File: src/rtl/eag_pkg.sv
package eag_pkg;

  typedef enum logic [2:0] {
    AM_ZPX  = 3'd0,
    AM_INDX = 3'd1,
    AM_INDY = 3'd2,
    AM_JIND = 3'd3,
    AM_REL  = 3'd4
  } am_e;

  typedef enum logic [1:0] {
    ST_IDLE,
    ST_ISSUE_HI,
    ST_TAKE_LO,
    ST_TAKE_HI
  } st_e;

  // modes that need two pointer bytes from memory
  function automatic logic needs_ptr(input logic [2:0] m);
    return (m == AM_INDX) || (m == AM_INDY) || (m == AM_JIND);
  endfunction

  function automatic logic mode_known(input logic [2:0] m);
    return m <= AM_REL;
  endfunction

endpackage

File: src/rtl/eag_ptr_addr.sv
// Addresses of the two pointer bytes; the second byte never leaves the page.
module eag_ptr_addr
  import eag_pkg::*;
#(
  parameter int BYTE_W = 8
) (
  input  logic [2:0]          mode,
  input  logic [BYTE_W-1:0]   op_lo,
  input  logic [BYTE_W-1:0]   op_hi,
  input  logic [BYTE_W-1:0]   idx_x,
  output logic [2*BYTE_W-1:0] lo_addr,
  output logic [2*BYTE_W-1:0] hi_addr
);
  localparam logic [BYTE_W-1:0] ONE = {{(BYTE_W-1){1'b0}}, 1'b1};

  logic [BYTE_W-1:0] page;
  logic [BYTE_W-1:0] offs;
  logic [BYTE_W-1:0] offs_nxt;

  always_comb begin
    page = '0;
    offs = op_lo;
    case (mode)
      AM_INDX: offs = op_lo + idx_x;
      AM_INDY: offs = op_lo;
      AM_JIND: page = op_hi;
      default: offs = op_lo;
    endcase
  end

  assign offs_nxt = offs + ONE;
  assign lo_addr  = {page, offs};
  assign hi_addr  = {page, offs_nxt};

endmodule

File: src/rtl/eag_direct.sv
// Modes resolved without memory: zero page + X, and relative branch target.
module eag_direct
  import eag_pkg::*;
#(
  parameter int BYTE_W = 8
) (
  input  logic [2:0]          mode,
  input  logic [BYTE_W-1:0]   op_lo,
  input  logic [BYTE_W-1:0]   idx_x,
  input  logic [2*BYTE_W-1:0] pc_next,
  output logic [2*BYTE_W-1:0] ea
);
  logic [BYTE_W-1:0]   zp_sum;
  logic [2*BYTE_W-1:0] rel_ext;

  assign zp_sum  = op_lo + idx_x;
  assign rel_ext = {{BYTE_W{op_lo[BYTE_W-1]}}, op_lo};

  always_comb begin
    case (mode)
      AM_ZPX:  ea = {{BYTE_W{1'b0}}, zp_sum};
      AM_REL:  ea = pc_next + rel_ext;
      default: ea = '0;
    endcase
  end

endmodule

File: src/rtl/eag_resolve.sv
// Final address from the assembled pointer; only post-indexing carries.
module eag_resolve
  import eag_pkg::*;
#(
  parameter int BYTE_W = 8
) (
  input  logic [2:0]          mode,
  input  logic [2*BYTE_W-1:0] ptr,
  input  logic [BYTE_W-1:0]   idx_y,
  output logic [2*BYTE_W-1:0] ea
);
  always_comb begin
    if (mode == AM_INDY) ea = ptr + {{BYTE_W{1'b0}}, idx_y};
    else                 ea = ptr;
  end
endmodule

File: src/rtl/eag_top.sv
module eag_top
  import eag_pkg::*;
#(
  parameter int BYTE_W = 8
) (
  input  logic                  clk,
  input  logic                  rst,
  input  logic                  start,
  input  logic [2:0]            mode,
  input  logic [BYTE_W-1:0]     opnd_lo,
  input  logic [BYTE_W-1:0]     opnd_hi,
  input  logic [BYTE_W-1:0]     idx_x,
  input  logic [BYTE_W-1:0]     idx_y,
  input  logic [2*BYTE_W-1:0]   pc_next,
  input  logic [BYTE_W-1:0]     rd_data,
  output logic                  rd_en,
  output logic [2*BYTE_W-1:0]   rd_addr,
  output logic [2*BYTE_W-1:0]   ea,
  output logic                  ea_valid,
  output logic                  busy
);
  localparam int AW = 2 * BYTE_W;

  st_e               st;
  logic [2:0]        mode_q;
  logic [BYTE_W-1:0] y_q;
  logic [BYTE_W-1:0] ptr_lo_q;
  logic [AW-1:0]     hi_addr_q;
  logic [AW-1:0]     ea_q;
  logic              valid_q;
  logic              rd_en_q;
  logic [AW-1:0]     rd_addr_q;

  logic [AW-1:0]     lo_addr_w;
  logic [AW-1:0]     hi_addr_w;
  logic [AW-1:0]     direct_ea;
  logic [AW-1:0]     resolved_ea;
  logic              accept;

  eag_ptr_addr #(.BYTE_W(BYTE_W)) u_ptr (
    .mode    (mode),
    .op_lo   (opnd_lo),
    .op_hi   (opnd_hi),
    .idx_x   (idx_x),
    .lo_addr (lo_addr_w),
    .hi_addr (hi_addr_w)
  );

  eag_direct #(.BYTE_W(BYTE_W)) u_direct (
    .mode    (mode),
    .op_lo   (opnd_lo),
    .idx_x   (idx_x),
    .pc_next (pc_next),
    .ea      (direct_ea)
  );

  eag_resolve #(.BYTE_W(BYTE_W)) u_resolve (
    .mode  (mode_q),
    .ptr   ({rd_data, ptr_lo_q}),
    .idx_y (y_q),
    .ea    (resolved_ea)
  );

  assign accept = start && (st == ST_IDLE) && mode_known(mode);

  always_ff @(posedge clk) begin
    if (rst) begin
      st        <= ST_IDLE;
      mode_q    <= '0;
      y_q       <= '0;
      ptr_lo_q  <= '0;
      hi_addr_q <= '0;
      ea_q      <= '0;
      valid_q   <= 1'b0;
      rd_en_q   <= 1'b0;
      rd_addr_q <= '0;
    end else begin
      valid_q <= 1'b0;
      case (st)
        ST_IDLE: begin
          if (accept) begin
            mode_q <= mode;
            y_q    <= idx_y;
            if (needs_ptr(mode)) begin
              rd_en_q   <= 1'b1;
              rd_addr_q <= lo_addr_w;
              hi_addr_q <= hi_addr_w;
              st        <= ST_ISSUE_HI;
            end else begin
              ea_q    <= direct_ea;
              valid_q <= 1'b1;
            end
          end
        end
        ST_ISSUE_HI: begin
          rd_addr_q <= hi_addr_q;
          st        <= ST_TAKE_LO;
        end
        ST_TAKE_LO: begin
          rd_en_q  <= 1'b0;
          ptr_lo_q <= rd_data;
          st       <= ST_TAKE_HI;
        end
        ST_TAKE_HI: begin
          ea_q    <= resolved_ea;
          valid_q <= 1'b1;
          st      <= ST_IDLE;
        end
        default: st <= ST_IDLE;
      endcase
    end
  end

  assign rd_en    = rd_en_q;
  assign rd_addr  = rd_addr_q;
  assign ea       = ea_q;
  assign ea_valid = valid_q;
  assign busy     = (st != ST_IDLE);

endmodule

File: config.mk
export PLATFORM = sky130hd
export DESIGN_NAME = eag_top
export DESIGN_NICKNAME = d
export VERILOG_FILES = /design/src/rtl/eag_pkg.sv /design/src/rtl/eag_ptr_addr.sv /design/src/rtl/eag_direct.sv /design/src/rtl/eag_resolve.sv /design/src/rtl/eag_top.sv
export SDC_FILE = /design/constraint.sdc
export NUM_CORES = 1
export LEC_CHECK = 0
export ABC_AREA = 1
export BUFFER_PORTS_ARGS = -buffer_cell sky130_fd_sc_hd__buf_2
export CAP_MARGIN = 20
export CORE_MARGIN = 5
export CORE_UTILIZATION = 45
export DETAILED_ROUTE_END_ITERATION = 8
export PLACE_DENSITY_LB_ADDON = 0.3
export SYNTH_ARGS = -nofsm -noshare
export SYNTH_HDL_FRONTEND = slang
export SYNTH_HIERARCHICAL = 1
export SYNTH_SLANG_ARGS = --single-unit
File: constraint.sdc
create_clock -name clk -period 2.56 [get_ports clk]
set_input_delay 0.256 -clock clk [delete_from_list [all_inputs] [get_ports clk]]
set_output_delay 0.256 -clock clk [all_outputs]
set_load 0.02 [all_outputs]
==> After elaboration in Yosys (flattened, before gate mapping) <==
Index checks and enable logic that the tools add are counted.
{ "classes": {"addsub": 4, "magnitude_cmp": 1, "reduce_logical": 16, "n_mux": 19, "eq_ne": 11} }
{ "op_table": {"columns": ["op", "n"], "rows": [
  ["case mux 16 bit (2 select lines)", 3],
  ["two-way mux 16 bit", 5],
  ["adder 16 bit", 1],
  ["adder 16 x 8 -> 16 bit", 1],
  ["two-way mux 8 bit", 2],
  ["AND reduction 3 bit", 4],
  ["== test 3 x 2 -> 1 bit (second input constant)", 3],
  ["adder 8 x 1 -> 8 bit (second input constant)", 1],
  ["adder 8 bit", 1],
  ["case mux 2 bit (4 select lines)", 1],
  ["nonzero test 2 bit", 4],
  ["== test 2 bit (second input constant)", 2],
  ["two-way mux 1 bit", 4],
  ["two-way mux 2 bit", 2],
  ["inequality test 2 bit (second input constant)", 2],
  ["case mux 1 bit (2 select lines)", 2],
  ["AND reduction 2 bit", 2],
  ["== test 3 x 1 -> 1 bit (second input constant)", 1],
  ["== test 3 bit (second input constant)", 1],
  ["less-or-equal comparator 3 bit (second input constant)", 1],
  ["logical NOT 3 bit", 1],
  ["== test 2 x 1 -> 1 bit (second input constant)", 1],
  ["logical AND 1 bit", 2],
  ["logical NOT 2 bit", 1],
  ["other kinds (2)", 3]
]} }
{ "word_totals": {"in_bits": 62, "output_inout_bits": 35, "reg_bits": 71} }

==> Logic depth before layout (Yosys ltp) <==
Gate-level depths: netlist of the first run.
{ "depth": {"word_depth": 6, "ltp_mapped": 16, "depth_no_buf": 16} }

==> By module <==
Netlist of the first run, hierarchy kept.
{ "by_module_without_submodules": {"columns": ["mod", "n_inst", "area_per_inst_um2", "cells_per_inst"], "rows": [
  ["eag_top", 1, 3379.5, 503],
  ["eag_direct", 1, 1347.5, 259],
  ["eag_resolve", 1, 808.3, 166],
  ["eag_ptr_addr", 1, 774.5, 149]
]} }

==> Least setup slack after synthesis of the first run <==
No wires, ideal clock.
{ "synth_timing": {"kind": "input-to-reg", "start": "input idx_x[0]", "end": "register hi_addr_q[7]", "arrival_time_ns": 1.898, "n_path_buf": 0, "path_stages": 15, "setup_slack_ns": 0.591, "required_time_ns": 2.490, "path_cell_list": "ha_1 > fa_1 > nand2_1 > inv_1 > nor2_1 > nand2_2 > nand2_4 > nand2_2 > nor2_4 > nand3_1 > nor2_2 > nand3_1 > nand2_1 > nand3_1 > a21oi_1"} }
{ "synth_via": {"elab_chain_len": 3} }
{ "synth_rtl": {"columns": ["element", "line", "rtl"], "rows": [
  ["start: declaration", "eag_top.sv:12", "input logic [BYTE_W-1:0] idx_x,"],
  ["adder 8 bit", "eag_ptr_addr.sv:24", "AM_INDX: offs = op_lo + idx_x;"],
  ["two-way mux 8 bit", "eag_ptr_addr.sv:23", "case (mode)"],
  ["via lo_addr_w[2]", "eag_top.sv:34", "logic [AW-1:0] lo_addr_w;"],
  ["adder 8 x 1 -> 8 bit", "eag_ptr_addr.sv:31", "assign offs_nxt = offs + ONE;"],
  ["via hi_addr_w[7]", "eag_top.sv:35", "logic [AW-1:0] hi_addr_w;"],
  ["end signal: assignment", "eag_top.sv:87", "hi_addr_q <= hi_addr_w;"],
  ["end: declaration", "eag_top.sv:28", "logic [AW-1:0] hi_addr_q;"]
]} }
The timed path passes the listed nets, and every way through them passes these cells.
A chain may end at the register's enable or synchronous reset.

==> Worst setup path after layout of the first run <==
{ "layout_timing": {"start": "register y_q[0]", "end": "register ea_q[12], in the netlist ea[12]"} }
{ "layout_via": {"elab_chain_len": 3} }
{ "layout_rtl": {"columns": ["element", "line", "rtl"], "rows": [
  ["start: declaration", "eag_top.sv:26", "logic [BYTE_W-1:0] y_q;"],
  ["start signal: assignment", "eag_top.sv:83", "y_q <= idx_y;"],
  ["adder 16 x 8 -> 16 bit", "eag_resolve.sv:13", "if (mode == AM_INDY) ea = ptr + {{BYTE_W{1'b0}}, idx_y};"],
  ["two-way mux 16 bit", "eag_resolve.sv:13", null],
  ["via resolved_ea[12]", "eag_top.sv:37", "logic [AW-1:0] resolved_ea;"],
  ["case mux 16 bit (2 select lines)", "eag_top.sv:79", "case (st)"],
  ["end signal: assignment", "eag_top.sv:90", "ea_q <= direct_ea;"],
  ["end signal: assignment", "eag_top.sv:105", "ea_q <= resolved_ea;"],
  ["end: declaration", "eag_top.sv:29", "logic [AW-1:0] ea_q;"]
]} }
The timed path passes the listed nets, and every way through them passes these cells.

==> results.sh, run 1 <==
export IMPL_syn_num_nets=1186
export IMPL_holdBufCountCts=0
export IMPL_cp_arrival_ps=2370
export IMPL_drt_total_wl_mm=16.7
export IMPL_synthAdderAreaFrac=0.0980
export IMPL_worstMarginPinSlew_ps=676
export IMPL_fin_skew_ps=6.95
export IMPL_die_w_um=128
export IMPL_finish_utilization=0.523
export IMPL_rows=43
export IMPL_start_kind="flop"
export IMPL_numCtsBuffers=9
export IMPL_endpoint="ea[12]$_SDFFE_PP0P_"
export IMPL_final_cells=1335
export IMPL_remaining_drc_errors=0
export IMPL_syn_area_mm2=0.00631
export IMPL_peakVddDrop_uv=323
export IMPL_gp_congestion=0.921
export IMPL_setup_tns_ps=0
export IMPL_placement_cell_area_mm2=0.00689
export IMPL_ys_warn_count=6
export IMPL_drtIter0Drc=377
export IMPL_start_util=0.456
export IMPL_setup_viol=0
export IMPL_avgSynthCellArea_um2=5.86
export IMPL_timing_final_crit_share=0.837
export IMPL_period_needed_ps=2140
export IMPL_place_hpwl_mm=12.5
export IMPL_cts_tree="yes"
export IMPL_htreeDepth=3
export IMPL_die_h_um=128
export IMPL_drive_gt1_frac=0.132
export IMPL_first_pass_iters=5
export IMPL_synth_compound_area_frac=0.129
export IMPL_grt_max_degree=49
export IMPL_cts_resized=0
export IMPL_r2r_end="ea[12]$_SDFFE_PP0P_"
export IMPL_hold_violations=0
export IMPL_critical_path_class="flop to flop"
export IMPL_slew_viol_final=0
export IMPL_final_nets=1260
export IMPL_clk_latency_ps=330
export IMPL_ys_types=40
export IMPL_grt_total_usage=0.198
export IMPL_final_cell_area_mm2=0.00723
export IMPL_status="completed"
export IMPL_synth_top_family_by_area="simple AND/OR/NAND/NOR gates"
export IMPL_power_leakage_nw=3.90
export IMPL_area_growth_pct=14.7
export IMPL_muxShareOfSynthArea=0
export IMPL_rrSetupSlack_ps=420
export IMPL_r2r_cells=15
export IMPL_synth_seq_cells=71
export IMPL_antenna_found_initial=0
export IMPL_vias=6574
export IMPL_cts_setup_buffers=0
export IMPL_synth_edf_count=0
export IMPL_worstPathMaxFanout=4
export IMPL_end_kind="flop"
export IMPL_crit_path_start="y_q[0]$_SDFFE_PP0P_"
export IMPL_ant_nets=0
export IMPL_grt_pass1_vias=5806
export IMPL_p_per_area_mw_per_mm2=702
export IMPL_wl_per_cell_um=12.5
export IMPL_r2r_start="y_q[0]$_SDFFE_PP0P_"
export IMPL_grt_pass1_wl_mm=27.3
export IMPL_die_area_mm2=0.0165
export IMPL_synth_xor_area_share=0.0139
export IMPL_drv_cap=0
export IMPL_clk_root_buffer_cell="clkbuf_16"
export IMPL_ys_flop_type="dfxtp_1"
export IMPL_place_inst=1320
export IMPL_core_area_mm2=0.0138
export IMPL_worstPathRequired_ps=2780
export IMPL_gr_total_overflow=0
export IMPL_cts_buffer_depth=2
export IMPL_fmax_mhz=467
export IMPL_synth_seq_area_share=0.225
export IMPL_portBuffers=96
export IMPL_io_pins=97
export IMPL_antenna_cells=0
export IMPL_max_slew_margin_rel=0.550
export IMPL_synthCells=1077
export IMPL_rsz0062_at_grt="no"
export IMPL_via_per_inst=4.92
export IMPL_numClockSinks=71
export IMPL_synth_simple_gate_area_frac=0.392
export IMPL_min_path_type="primary input to flop"
export IMPL_clk_pin_slew_ps=60
export IMPL_async_flop_share=0
-- state kept, by name, summed over array words and instances (netlist names) --
| name | count |
|---|---|
| ea | 16 |
| ea_valid | 1 |
| hi_addr_q | 16 |
| mode_q | 3 |
| ptr_lo_q | 8 |
| rd_addr | 16 |
| rd_en | 1 |
| st | 2 |
| y_q | 8 |
-- Yosys cell counts, types with 2 or more instances --
master / count / share of area
a21boi_0: 13 / 0.015
a21boi_1: 6 / 0.0071
a21oi_1: 65 / 0.052
buf_2: 12 / 0.0095
buf_4: 9 / 0.011
clkbuf_1: 21 / 0.012
clkinv_1: 5 / 0.0030
dfxtp_1: 71 / 0.23
fa_1: 4 / 0.013
ha_1: 43 / 0.085
inv_1: 168 / 0.10
inv_2: 5 / 0.0030
nand2_1: 340 / 0.20
nand2_2: 7 / 0.0069
nand3_1: 105 / 0.083
nand3_2: 3 / 0.0048
nand3b_1: 5 / 0.0059
nand4_1: 6 / 0.0059
nor2_1: 103 / 0.061
nor2_2: 3 / 0.0030
nor2_4: 2 / 0.0036
nor3_1: 3 / 0.0024
nor3_2: 3 / 0.0048
o211ai_1: 16 / 0.019
o21ai_0: 33 / 0.026
o21bai_1: 2 / 0.0024
or2_2: 3 / 0.0030
xnor2_1: 5 / 0.0069
xor2_1: 5 / 0.0069
-- metal layers --
layer	up-vias	global-route usage	part of all wire
met5	-	0	0
met4	0	0.0481	0.013
met3	17	0.0270	0.053
met2	154	0.323	0.45
met1	2883	0.277	0.48
li1	3520	-	-
-- metrics by stage --
step                      power [W]  setup slack [ps]  hold slack [ps]
after global routing        0.00546               233              174
after global placement      0.00361               341              449
final                       0.00508               418              170
after CTS                   0.00511               443              162
after detailed placement    0.00363               289              457
after floorplan             0.00304               591              391
-- worst max-delay path, cell delays in order, from the launching register on --
cell and delay (ps):
dfxtp_1 320, ha_1 240, fa_1 440, nand2_1 100, nand3_1 120, nand3_1 110
nand2_1 110, nand2_1 70, nand2_1 40, nand2_1 60, inv_1 40, nand2_1 50
a21boi_0 170, nand2_1 70, clkinv_1 70, nor2_1 40
-- report_power, final --
group	switching, W	internal (W)
sequential	0.000156	0.00134
clock	0.000479	0.000974
combinational	0.00138	0.000743
-- worst min-delay path by stage --
stage	to	start	depth (start not counted)	slack, ps
3_3_place_gp	hi_addr_q[1]$_SDFFE_PP0P_	hi_addr_q[1]$_SDFFE_PP0P_	2	450
2_1_floorplan	ptr_lo_q[7]$_SDFFE_PP0P_	rd_data[7]	2	390
6_report	y_q[6]$_SDFFE_PP0P_	idx_y[6]	3	170
4_1_cts	y_q[6]$_SDFFE_PP0P_	idx_y[6]	3	160
5_1_grt	y_q[6]$_SDFFE_PP0P_	idx_y[6]	3	170
3_5_place_dp	hi_addr_q[9]$_SDFFE_PP0P_	hi_addr_q[9]$_SDFFE_PP0P_	2	460
-- placed cells by master (no fill, tap or decap), types with 6 or more instances in the layout --
master     synthesis  final
nand2_1          340    340
nand3_1          105    105
clkbuf_16          0      9
dfxtp_1           71     71
inv_1            168    168
o21ai_0           33     33
ha_1              43     43
nor2_1           103    103
nand2_2            7      7
a21boi_1           6      6
a21boi_0          13     13
o211ai_1          16     16
buf_4              9     10
buf_2             12     96
a21oi_1           65     65
nand4_1            6      6
-- cells by family after synthesis --
family | Yosys count
AO/OA/AOI/OAI | 141
AND/OR/NAND/NOR | 586
XOR/XNOR | 10
flip-flops | 71
adder cells (fa/ha/maj) | 47
buffers and inverters | 222
-- area by class of cell --
| type | instances | area [µm²] |
|---|---|---|
| fillers | 1417 | 6590 |
| multi-input cells | 784 | 4000 |
| flip-flops and latches | 71 | 1420 |
| inverters | 178 | 668 |
| repair buffers | 107 | 576 |
| clock buffers | 10 | 239 |
| well taps | 180 | 225 |
| clock inverters | 5 | 106 |
Power figures use the tool's default switching activity.
==> run 2, diff against run 1 <==
clock period = 2.2 ns   (was 2.56 ns; I/O delays follow)
==> run 2 against run 1 <==
Effect of this change: clock skew about the same; clock-buffer cell count up 2; design area up 1.0%; via count up 1.6%; combinational power up 18%; critical path type unchanged.
==> results.sh, run 2 (synthesis gave the netlist of run 1 again) <==
export IMPL_first_pass_iters=5
export IMPL_start_util=0.456
export IMPL_rows=43
export IMPL_final_cell_area_mm2=0.00731
export IMPL_crit_slowest_cell="ha_1"
export IMPL_rrSetupSlack_ps=170
export IMPL_remaining_drc_errors=0
export IMPL_p_per_area_mw_per_mm2=772
export IMPL_final_nets=1275
export IMPL_start_kind="flop"
export IMPL_final_cell_mix="nand2_1 (339), inv_1 (168), nor2_1 (102), nand3_1 (102), buf_2 (96)"
export IMPL_cts_tree="yes"
export IMPL_met2_length_mm=7.14
export IMPL_p_int_w=0.00329
export IMPL_critPathMaxStageDelay_ps=380
export IMPL_core_area_mm2=0.0138
export IMPL_worstPathMaxFanout=4
export IMPL_r2r_cells=13
export IMPL_antenna_found_initial=0
export IMPL_highest_layer="met4"
export IMPL_wl_per_cell_um=12.2
export IMPL_slew_viol_final=0
export IMPL_r2r_end="ea[10]$_SDFFE_PP0P_"
export IMPL_gr_total_overflow=0
export IMPL_ant_nets=0
export IMPL_drive_gt1_frac=0.148
export IMPL_die_area_mm2=0.0165
export IMPL_drt_total_wl_mm=16.5
export IMPL_fmax_mhz=493
export IMPL_clk_pin_slew_ps=60
export IMPL_gp_congestion=0.912
export IMPL_die_w_um=128
export IMPL_setup_tns_ps=0
export IMPL_die_h_um=128
export IMPL_power_frac_comb=0.444
export IMPL_num_fill_cells=1419
export IMPL_numCtsBuffers=9
export IMPL_critical_path_class="flop to flop"
export IMPL_hold_slack_ps=135
export IMPL_multiInputGateArea_mm2=0.00402
export IMPL_grt_pass1_vias=5809
export IMPL_seqPwrFrac=0.309
export IMPL_timing_final_crit_share=0.922
export IMPL_switchingPower_w=0.00236
export IMPL_worstMarginPinSlew_ps=637
export IMPL_cts_buffer_depth=2
export IMPL_rsz0062_at_grt="yes"
export IMPL_area_growth_pct=15.8
export IMPL_drtIter0Drc=483
export IMPL_portBuffers=96
export IMPL_finish_utilization=0.529
export IMPL_setup_viol=0
export IMPL_via_per_inst=4.95
export IMPL_crit_top_cell="nand2_1"
export IMPL_vias=6681
export IMPL_io_pins=97
export IMPL_hold_end="y_q[6]$_SDFFE_PP0P_"
export IMPL_seqCellArea_mm2=0.00142
export IMPL_end_kind="flop"
export IMPL_r2r_start="y_q[7]$_SDFFE_PP0P_"
export IMPL_drv_cap=0
export IMPL_fin_skew_ps=6.71
export IMPL_cp_arrival_ps=2270
export IMPL_netSwitchingFraction=0.418
export IMPL_hold_violations=0
export IMPL_numClockSinks=71
export IMPL_power_leakage_nw=3.95
export IMPL_max_slew_margin_rel=0.575
export IMPL_m1WireLength_mm=8.21
export IMPL_worstPathCellList="ha_1 > nand2_1 > nor2_2 > nand3_1 > nand3_2 > nand2_1 > nand2_1 > nand2_1 > nand2_1 > a21boi_0 > nand2_1 > inv_1 > nor2_1"
export IMPL_peakVddDrop_uv=337
export IMPL_cts_setup_buffers=0
export IMPL_min_path_type="primary input to flop"
export IMPL_clk_latency_ps=330
export IMPL_antenna_cells=0
export IMPL_place_hpwl_mm=12.7
export IMPL_dp_worst_setup_slack_ps=13.4
export IMPL_grt_total_usage=0.202
export IMPL_clkPwrFrac=0.247
export IMPL_htreeDepth=3
export IMPL_whs_path_depth=3
export IMPL_hp_start="idx_y[6]"
export IMPL_worst_slack_ps=171
export IMPL_grt_max_degree=48
export IMPL_clk_root_buffer_cell="clkbuf_16"
export IMPL_grt_pass1_wl_mm=27.7
export IMPL_period_needed_ps=2030
export IMPL_worstPathRequired_ps=2440
export IMPL_wl_met3_um=849
export IMPL_placement_cell_area_mm2=0.00700
export IMPL_final_common_cell="nand2_1"
export IMPL_status="completed"
[run 2: cell count changes in the layout (fill, tap and decap cells not counted), moves of 3 or more]
cell	before	now
buf_4	10	25
a21boi_0	13	9
a21boi_1	6	10
bufinv_16	3	0
nand3_1	105	102
nand3_2	3	6
[run 2: power groups by stage]
| stage | sequential, W | clock [W] | combinational (W) |
|---|---|---|---|
| after floorplan | 0.00193 | 0 | 0.00161 |
| after global placement | 0.00177 | 0 | 0.00247 |
| after detailed placement | 0.00176 | 0 | 0.00249 |
| after CTS | 0.00174 | 0.00142 | 0.00250 |
| after global routing | 0.00177 | 0.00149 | 0.00286 |
| final | 0.00174 | 0.00139 | 0.00251 |
[run 2: final cells by class]
type                    instances  area share
clock buffers                  12      0.0351
clock inverters                 4     0.00394
inverters                     178      0.0914
multi-input cells             784       0.550
flip-flops and latches         71       0.194
well taps                     180      0.0308
repair buffers                122      0.0941
[run 2: worst max-delay path by stage]
stage	start	end	slack (ps)
6_report	y_q[7]$_SDFFE_PP0P_	ea[10]$_SDFFE_PP0P_	170
5_1_grt	y_q[0]$_SDFFE_PP0P_	ea[8]$_SDFFE_PP0P_	-30
4_1_cts	y_q[0]$_SDFFE_PP0P_	ea[8]$_SDFFE_PP0P_	60
3_5_place_dp	idx_x[0]	hi_addr_q[6]$_SDFFE_PP0P_	10
3_3_place_gp	idx_x[0]	hi_addr_q[6]$_SDFFE_PP0P_	40
2_1_floorplan	idx_x[0]	hi_addr_q[7]$_SDFFE_PP0P_	270
[run 2: per-stage QoR]
step / instances / power, W
finish: 1351 / 0.00564
floorplan: 1077 / 0.00353
global placement: 1335 / 0.00424
global route: 1351 / 0.00612
CTS: 1351 / 0.00566
detailed placement: 1335 / 0.00425
[run 2: metal layers]
layer / track usage / vias up
met2: 0.312 / 175
li1: - / 3540
met5: 0 / -
met1: 0.297 / 2948
met3: 0.0199 / 18
met4: 0.0599 / 0
[run 2: what timing repair did]
item,CTS,global route
setup endpoints to repair,0,7
gates resized for setup,0,10
hold buffers,0,0
[run 2: worst max-delay path: cells and delay by family (launching register included)]
family                     cells  cell delay, ps
AOI/OAI and AO/OA              1             170
adders and majority gates      1             380
buffers and inverters          1              70
and+or+nand+nor               10             970
DFF                            1             340
==> run 3, diff against run 2 <==
SYNTH_HIERARCHICAL = unset   (was 1)
==> run 3 against run 2 <==
Effect of this change: core utilization grew 2.0 points; synthesized area shrank 20%; critical path type unchanged; largest power group unchanged; critical path depth shrank 2.
==> results.sh, run 3 <==
export IMPL_wl_per_cell_um=13.0
export IMPL_final_nets=977
export IMPL_seqCellArea_mm2=0.00142
export IMPL_synth_seq_cells=71
export IMPL_end_kind="flop"
export IMPL_gr_total_overflow=0
export IMPL_synthCells=782
export IMPL_clk_pin_slew_ps=60
export IMPL_synth_area_leaders="dfxtp_1 (28%), nand2_1 (13%), ha_1 (8.9%)"
export IMPL_num_fill_cells=1080
export IMPL_clk_latency_ps=330
export IMPL_cts_setup_buffers=0
export IMPL_min_path_type="primary input to flop"
export IMPL_yosysTopAreaCellShare=0.282
export IMPL_cts_resized=0
export IMPL_rrSetupSlack_ps=200
export IMPL_portBuffers=96
export IMPL_io_pins=97
export IMPL_r2r_cells=11
export IMPL_r2r_start="ptr_lo_q[0]$_SDFFE_PP0P_"
export IMPL_cts_tree="yes"
export IMPL_worstMarginPinSlew_ps=554
export IMPL_die_w_um=116
export IMPL_die_area_mm2=0.0134
export IMPL_place_hpwl_mm=10.3
export IMPL_ys_types=39
export IMPL_ant_nets=0
export IMPL_gp_congestion=0.945
export IMPL_hp_start="idx_y[6]"
export IMPL_cp_arrival_ps=2270
export IMPL_rsz0062_at_grt="no"
export IMPL_syn_num_nets=883
export IMPL_ys_flop_type="dfxtp_1"
export IMPL_grt_pass1_vias=4755
export IMPL_antenna_found_initial=0
export IMPL_yosysMostFrequentCell="nand2_1"
export IMPL_core_area_mm2=0.0109
export IMPL_grt_max_degree=40
export IMPL_area_growth_pct=18.9
export IMPL_vias=5325
export IMPL_drv_cap=0
export IMPL_drt_total_wl_mm=13.3
export IMPL_start_util=0.461
export IMPL_die_h_um=116
export IMPL_fmax_mhz=499
export IMPL_synth_edf_count=0
export IMPL_grt_pass1_wl_mm=21.6
export IMPL_drtIter0Drc=351
export IMPL_status="completed"
export IMPL_yosys_area_top_type="dfxtp_1"
export IMPL_async_flop_share=0
export IMPL_final_cell_mix="nand2_1 (169), buf_2 (96), inv_1 (89), a21oi_1 (82), nor2_1 (80)"
export IMPL_grt_total_usage=0.199
export IMPL_critical_path_class="flop to flop"
export IMPL_fin_skew_ps=4.00
export IMPL_antenna_cells=0
export IMPL_synth_top_cells_by_count="nand2_1 (169), inv_1 (89), a21oi_1 (82), nor2_1 (80)"
export IMPL_r2r_end="ea[10]$_SDFFE_PP0P_"
export IMPL_synth_seq_area_share=0.282
export IMPL_htreeDepth=3
export IMPL_power_leakage_nw=3.09
export IMPL_rows=38
export IMPL_peakVddDrop_uv=670
export IMPL_timing_final_crit_share=0.911
export IMPL_hold_slack_ps=113
export IMPL_drive_gt1_frac=0.175
export IMPL_multiInputGateArea_mm2=0.00314
export IMPL_worstPathMaxFanout=6
export IMPL_final_common_cell="nand2_1"
export IMPL_period_needed_ps=2000
export IMPL_max_slew_margin_rel=0.631
export IMPL_remaining_drc_errors=0
export IMPL_worstPathRequired_ps=2470
export IMPL_syn_area_mm2=0.00504
export IMPL_avgSynthCellArea_um2=6.45
export IMPL_via_per_inst=5.22
export IMPL_ys_warn_count=0
export IMPL_first_pass_iters=7
export IMPL_hold_violations=0
export IMPL_setup_viol=0
export IMPL_whs_path_depth=3
export IMPL_setup_tns_ps=0
export IMPL_holdBufCountCts=0
export IMPL_slew_viol_final=0
export IMPL_numCtsBuffers=9
export IMPL_clk_root_buffer_cell="clkbuf_16"
export IMPL_hold_end="y_q[6]$_SDFFE_PP0P_"
export IMPL_numClockSinks=71
export IMPL_start_kind="flop"
export IMPL_p_per_area_mw_per_mm2=932
export IMPL_cts_buffer_depth=2
## run 3: cell types whose count changed after synthesis, sizes merged, moves of 12 or more
cell / previous run / this run
o21ai: 34 / 85
nand2: 348 / 175
buf: 23 / 11
nand3: 108 / 67
inv: 173 / 96
a21oi: 66 / 82
a21boi: 19 / 1
nor2: 108 / 89
## run 3: how the worst max path moves through the flow
stage,startpoint,to,cells past startpoint
2_1_floorplan,opnd_lo[0],hi_addr_q[6]$_SDFFE_PP0P_,14
3_3_place_gp,opnd_lo[0],hi_addr_q[6]$_SDFFE_PP0P_,15
3_5_place_dp,opnd_lo[0],hi_addr_q[6]$_SDFFE_PP0P_,15
4_1_cts,st[0]$_SDFFE_PP0P_,rd_addr[11]$_SDFFE_PP0P_,12
5_1_grt,st[1]$_SDFFE_PP0P_,hi_addr_q[1]$_SDFFE_PP0P_,10
6_report,ptr_lo_q[0]$_SDFFE_PP0P_,ea[10]$_SDFFE_PP0P_,11
## run 3: area by class of cell
class | instances | area share
multi-input combinational | 590 | 0.524
sequential | 71 | 0.237
timing repair buffer | 108 | 0.0957
inverter | 96 | 0.0605
clock buffer | 9 | 0.0375
tap | 140 | 0.0292
clock inverter | 7 | 0.0163
## run 3: cell families (layout without fill, tap and decap cells)
kind of cell,count (synthesis),in the layout,share of synthesized area
AO/OA/AOI/OAI,194,194,0.206
AND/OR/NAND/NOR,350,350,0.302
adder cells (fa/ha/maj),39,39,0.101
flip-flops,71,71,0.282
buffers and inverters,121,220,0.0970
XOR/XNOR,7,7,0.0122
## run 3: metal layers
metal / global-route usage / vias to the layer above / routed length, µm / part of all wire
li1: - / 2779 / - / -
met1: 0.268 / 2368 / 6300 / 0.47
met2: 0.320 / 154 / 5950 / 0.45
met3: 0.0386 / 24 / 762 / 0.057
met4: 0.0657 / 0 / 288 / 0.022
met5: 0 / - / 0 / 0
## run 3: where the power goes
| group | internal (W) | total (W) | switching, W |
|---|---|---|---|
| clock | 0.000993 | 0.00156 | 0.000568 |
| sequential | 0.00160 | 0.00180 | 0.000193 |
| combinational | 0.000767 | 0.00223 | 0.00147 |
| total | 0.00336 | 0.00559 | 0.00223 |
## run 3: stage by stage
stage,util,setup WS (ps),cells,total power (W),cell area (µm²)
after floorplan,-,242,782,0.00344,5040
after global placement,0.518,48.0,1005,0.00402,5670
after detailed placement,0.518,14.8,1005,0.00403,5670
after CTS,0.548,151,1021,0.00561,5990
after global routing,0.549,3.45,1021,0.00600,6000
final,0.549,196,1021,0.00559,6000
## run 3: critical path, stage by stage (launching register included)
cell and delay (ps):
dfxtp_1 330, ha_1 220, fa_1 400, nand3_1 100, nand2_1 100, nand3_1 80, nand3_1 190, nand3_1 150
nand2_1 70, o21ai_0 60, o21ai_0 120, a21oi_1 130
